===== config.mk =====
export PLATFORM = sky130hd
export DESIGN_NAME = cfg_macrocell
export DESIGN_NICKNAME = d
export VERILOG_FILES = /design/src/rtl/cfg_macrocell.sv
export SDC_FILE = /design/constraint.sdc
export NUM_CORES = 1
export LEC_CHECK = 0
export BUFFER_PORTS_ARGS = -buffer_cell sky130_fd_sc_hd__buf_2
export CORE_AREA = 3 3 40 42
export DETAILED_ROUTE_END_ITERATION = 6
export DIE_AREA = 0 0 43 45
export PLACE_DENSITY = 0.52
export SYNTH_ARGS = -nofsm -noshare
export SYNTH_HDL_FRONTEND = slang
export SYNTH_SLANG_ARGS = --single-unit

===== constraint.sdc =====
create_clock -name clk -period 2 [get_ports clk]
set_input_delay 0.2 -clock clk [delete_from_list [all_inputs] [get_ports clk]]
set_output_delay 0.2 -clock clk [all_outputs]
set_load 0.02 [all_outputs]

===== src/rtl/cfg_macrocell.sv =====
module cfg_macrocell #(
  parameter int NCLK = 4,
  localparam int SELW = $clog2(NCLK)
) (
  input  logic            clk,
  input  logic            rst_n,
  input  logic            cfg_async,
  input  logic [1:0]      cfg_kind,
  input  logic            cfg_pol,
  input  logic [SELW-1:0] cfg_clk_sel,
  input  logic            cfg_swap,
  input  logic            cfg_init_pre,
  input  logic [NCLK-1:0] blk_clk,
  input  logic            blk_rst,
  input  logic            blk_pre,
  input  logic            pt_clk,
  input  logic            pt_init,
  input  logic            d_in,
  output logic            q_out
);
  localparam logic [1:0] K_DREG  = 2'd0;
  localparam logic [1:0] K_TREG  = 2'd1;
  localparam logic [1:0] K_LATCH = 2'd2;
  localparam logic [1:0] K_BYP   = 2'd3;

  logic ck_act, ck_q, hit, r_eff, p_eff, q_st, nxt;

  assign ck_act = (cfg_async ? pt_clk : blk_clk[cfg_clk_sel]) ^ cfg_pol;
  assign hit    = ck_act & ~ck_q;

  assign r_eff = cfg_async ? (pt_init & ~cfg_init_pre)
                           : (cfg_swap ? blk_pre : blk_rst);
  assign p_eff = cfg_async ? (pt_init & cfg_init_pre)
                           : (cfg_swap ? blk_rst : blk_pre);

  always_comb begin
    nxt = q_st;
    if (r_eff)      nxt = 1'b0;
    else if (p_eff) nxt = 1'b1;
    else begin
      case (cfg_kind)
        K_DREG:  if (hit) nxt = d_in;
        K_TREG:  if (hit && d_in) nxt = ~q_st;
        K_LATCH: if (ck_act) nxt = d_in;
        default: nxt = q_st;
      endcase
    end
  end

  always_ff @(posedge clk) begin
    ck_q <= ck_act;
    if (!rst_n) q_st <= cfg_swap;
    else        q_st <= nxt;
  end

  always_comb begin
    if (cfg_kind == K_BYP)
      q_out = d_in;
    else if (cfg_kind == K_LATCH && ck_act && rst_n && !r_eff && !p_eff)
      q_out = d_in;
    else
      q_out = q_st;
  end

  AST_POWERUP_VALUE: assert property (@(posedge clk) disable iff (!rst_n)
    $rose(rst_n) |-> (q_st == cfg_swap));
  AST_D_HOLD: assert property (@(posedge clk) disable iff (!rst_n)
    (cfg_kind == K_DREG && !hit && !r_eff && !p_eff) |=> $stable(q_st));
  AST_T_TOGGLE: assert property (@(posedge clk) disable iff (!rst_n)
    (cfg_kind == K_TREG && hit && d_in && !r_eff && !p_eff) |=> (q_st != $past(q_st)));
  AST_PRESET_SETS: assert property (@(posedge clk) disable iff (!rst_n)
    (p_eff && !r_eff) |=> q_st);
  AST_RESET_WINS: assert property (@(posedge clk) disable iff (!rst_n)
    r_eff |=> !q_st);
endmodule


# After elaboration in Yosys (flattened, before gate mapping)
# Index checks and enable logic that the tools add are counted.
[totals]
input_bits = 19
out_inout_bits = 1
word_cells = 42
reg_bits = 2
[op_classes]
n_bitwise = 7
n_lt_le_gt_ge = 1
muxes = 16
n_eq_ne = 7
n_reduce_logical = 9
[op_table]
columns = ["operator", "count"]
rows = [
  ["inequality test 5 bit, second input constant", 3],
  ["two-way mux 1 bit", 14],
  ["inequality test 6 x 1 -> 1 bit, second input constant", 1],
  ["logical AND 1 bit", 5],
  ["equality test 2 bit, second input constant", 2],
  ["AND reduction 4 bit", 1],
  ["AND 1 bit", 3],
  ["less-than comparator 2 x 3 -> 1 bit, second input constant", 1],
  ["NOT 1 bit", 3],
  ["one-hot mux 1 bit (3 select lines)", 1],
  ["binary-select mux 1 bit (select 2 bit)", 1],
  ["equality test 2 x 1 -> 1 bit, second input constant", 1],
  ["zero test 1 bit", 2],
  ["zero test 2 bit", 1],
  ["XOR 1 bit", 1],
]

# Logic depth before layout (Yosys ltp)
[depth]
depth_word = 11
ltp_mapped = 7
depth_no_buf = 7

# Least setup slack after synthesis
# Ideal clock, no wire load.
[synth_path]
path_type = "input port to output port"
start = "input cfg_clk_sel[1]"
end = "output q_out"
setup_slack_ns = 0.234
arrival_time_ns = 1.566
path_stages = 5
path_buffers = 0
cell_sequence = "mux2_1 -> a222oi_1 -> xnor2_1 -> a31oi_1 -> mux2_1"
[synth_via]
elab_chain_len = 10
[synth_rtl]
columns = ["item", "line", "source"]
rows = [
  ["from (decl)", "10", "input logic [SELW-1:0] cfg_clk_sel,"],
  ["binary-select mux 1 bit (select 2 bit)", "28", "assign ck_act = (cfg_async ? pt_clk : blk_clk[cfg_clk_sel]) ^ cfg_pol;"],
  ["two-way mux 1 bit (implied by the code)", "28", ""],
  ["two-way mux 1 bit", "28", ""],
  ["XOR 1 bit", "28", ""],
  ["net ck_act", "26", "logic ck_act, ck_q, hit, r_eff, p_eff, q_st, nxt;"],
  ["logical AND 1 bit (4 in series)", "59", "else if (cfg_kind == K_LATCH && ck_act && rst_n && !r_eff && !p_eff)"],
  ["two-way mux 1 bit", "59", ""],
  ["two-way mux 1 bit", "57", "if (cfg_kind == K_BYP)"],
  ["to (decl)", "19", "output logic q_out"],
]
# The timed path passes the listed nets, and every way through them passes these cells. The select of a mux whose other input is x is not followed.

# Worst setup path after layout
# Same ends and word-level chain as after synthesis.

==> flow_summary.json <==
{
  "critPathArrivalTime_ns": 1.83,
  "overflow": 0,
  "p_sw_w": 0.0000602,
  "synth_flop_cell": "edfxtp_1",
  "finClkSkew_ns": 0.00681,
  "antenna_found_initial": 0,
  "hold_viol": 0,
  "finalSetupViolCount": 1,
  "die_x_um": 43,
  "viasPerCell": 4.44,
  "drt_iter0_drc": 8,
  "switching_share": 0.268,
  "grt_pass1_vias": 310,
  "synthDistinctLibCells": 18,
  "final_design_area_no_fill_sq_um": 435,
  "drive_above_1_share": 0.431,
  "layout.cells.non_filler": 73,
  "cts_made_buffers": 3,
  "track_usage": 0.0699,
  "seq_power_share": 0.228,
  "setup_ws_ns": -0.0267,
  "diodes": 0,
  "worst_slew_pin_slew_ns": 0.325,
  "grtUsageMet1": 0.0769,
  "cts_max_level": 1,
  "dr_total_vias": 324,
  "clock_path_buffers": 2,
  "path_clk_slew_ns": 0.03,
  "dp_cells": 69,
  "synth.area.top_cells": "ha_1, edfxtp_1, o21ai_0, mux2_1, dfxtp_1",
  "core-area_sq_mm": 0.00128,
  "row_count": 13,
  "p_clk_frac": 0.438,
  "nets": 82,
  "hpwl_um": 586,
  "die_y_um": 45,
  "criticalPathCategory": "input port to output port",
  "drv_cap": 0,
  "areaGrowthSynthToFinish_pct": 56.1,
  "place_ws_ns": -0.0169,
  "cts_tree": "yes",
  "synthCells": 35,
  "fillers": 145,
  "synth.net_count": 58,
  "wl_um": 723,
  "ys_seq_area_frac": 0.179,
  "grt_max_degree": 8,
  "ff2ff_path_depth": 5,
  "drc": 0,
  "grt_pass1_wl_um": 1040,
  "yosysTopAreaCellShare": 0.179,
  "synth_enable_flop_cells": 1,
  "hold_depth": 2,
  "relSlewSlack": 0.781,
  "wl_per_cell_um": 9.90,
  "crit_required_ns": 1.80,
  "rsz0062_at_grt": "yes",
  "avgSynthCellArea_sq_um": 7.97,
  "io_pins": 20,
  "ir_worst_vdd_mv": 0.138,
  "cts.sinks": 2,
  "fmax_mhz": 493,
  "synth_top_area_cell": "ha_1",
  "timing.final.crit_share": 1.01,
  "p_leak_nw": 0.214,
  "ys_warn_count": 0,
  "violations": "negative setup slack",
  "top_usage_layer": "met2",
  "ys_ff_latch": 2,
  "crit_fanout": 3,
  "insertion_delay_ns": 0.23,
  "io_buffers": 19,
  "place_congestion": 0.739,
  "cts-root-buf": "clkbuf_4",
  "power_density_mw_per_mm2": 517,
  "final_core_util": 0.339,
  "finalCriticalPeriod_ns": 2.03,
  "async_flop_share": 0,
  "status": "finished with violations",
  "endpoint_kind": "output port",
  "start_util": 0.217,
  "hold_path.class": "input port to flop",
  "syn_area_sq_um": 279,
  "grtUsageMet2": 0.126,
  "p_int_w": 0.000165,
  "startpoint_type": "input port",
  "holdWs_ns": 0.220,
  "first_pass_iters": 5,
  "fp.dieArea_sq_mm": 0.00194,
  "power_frac_comb": 0.334,
  "grtUsageMet3": 0.00398,
  "final_antenna_net_count": 0,
  "dpl_cell_area_sq_um": 393,
  "slew_viol_final": 0
}
==> flip-flops by register name, summed over array words and instances (netlist names) <==
register and cells:
ck_q 1, q_st 1
==> final timing paths <==
| kind | slack, ns | from | to |
|---|---|---|---|
| max reg2reg | 0.80 | q_st | q_st |
| min | 0.22 | cfg_pol | ck_q |
| max | -0.03 | cfg_clk_sel[1] | q_out |
| min reg2reg | 0.71 | ck_q | q_st |
==> logic make-up (layout without fill, tap and decap cells) <==
logic type / Yosys count / after routing / synth area share
multiplexers: 3 / 3 / 0.121
AND/OR/NAND/NOR: 10 / 10 / 0.170
adder cells (fa/ha/maj): 4 / 4 / 0.179
flip-flops: 2 / 2 / 0.179
buffers and inverters: 4 / 27 / 0.0538
XOR/XNOR: 1 / 1 / 0.0314
AO/OA/AOI/OAI: 11 / 11 / 0.265
==> layout make-up <==
cell class              instances  area (sq um)  area share
clock buffers                   4          26.3      0.0603
inverters                       4          15.0      0.0345
multi-input cells              29           218       0.500
flip-flops and latches          2          50.0       0.115
well taps                      15          18.8      0.0431
repair buffers                 19           108       0.247
==> through the flow <==
stage | setup TNS, ns | total power, W
floorplan | 0 | 0.0000886
global placement | -0.0272 | 0.000119
detailed placement | -0.0169 | 0.000119
CTS | 0 | 0.000221
global route | -0.153 | 0.000241
finish | -0.0267 | 0.000225
==> synthesized netlist by cell type (2+ instances only) <==
cell      instances
ha_1              4
inv_1             4
mux2_1            2
nand2_1           3
nor2_1            3
nor2b_1           2
o211ai_1          2
o21ai_0           5
==> critical path, stage by stage <==
cell and delay, ns:
buf_6 0.10, mux2_4 0.29, a222oi_1 0.36, xnor2_1 0.15, a31oi_1 0.23, mux2_2 0.37
buf_6 0.13
==> power by group through the flow <==
stage	registers (W)	logic, W	clock network, W
2_1_floorplan	0.0000515	0.0000371	0
3_3_place_gp	0.0000520	0.0000670	0
3_5_place_dp	0.0000520	0.0000669	0
4_1_cts	0.0000514	0.0000676	0.000102
5_1_grt	0.0000522	0.0000841	0.000105
6_report	0.0000513	0.0000750	0.0000986
==> metal layers <==
| metal | vias up | wire length (um) |
|---|---|---|
| li1 | 175 | - |
| met1 | 141 | 301 |
| met2 | 8 | 379 |
| met3 | 0 | 42 |
| met4 | 0 | 0 |
| met5 | - | 0 |
==> timing repair <==
| item | 4_1_cts | 5_1_grt |
|---|---|---|
| resized for setup | 0 | 5 |
| hold buffers | 0 | 0 |
| pin swaps | 3 | 3 |
| setup buffers | 0 | 0 |
| gates cloned | 0 | 0 |
| endpoints found under the setup margin | 1 | 1 |
| hold endpoints to repair | 0 | 0 |
==> cell usage in the layout, fill, tap and decap left out <==
master,instances
a221oi_1,1
a222oi_1,1
a31oi_1,1
buf_2,17
buf_6,2
clkbuf_1,1
clkbuf_4,3
dfxtp_1,1
edfxtp_1,1
ha_1,4
inv_1,4
mux2_2,2
mux2_4,1
nand2_1,3
nand3b_1,1
nor2_1,3
nor2b_1,2
nor3_1,1
o211ai_1,2
o21ai_0,5
o221ai_1,1
xnor2_1,1
(Power assumes the default switching activity.)
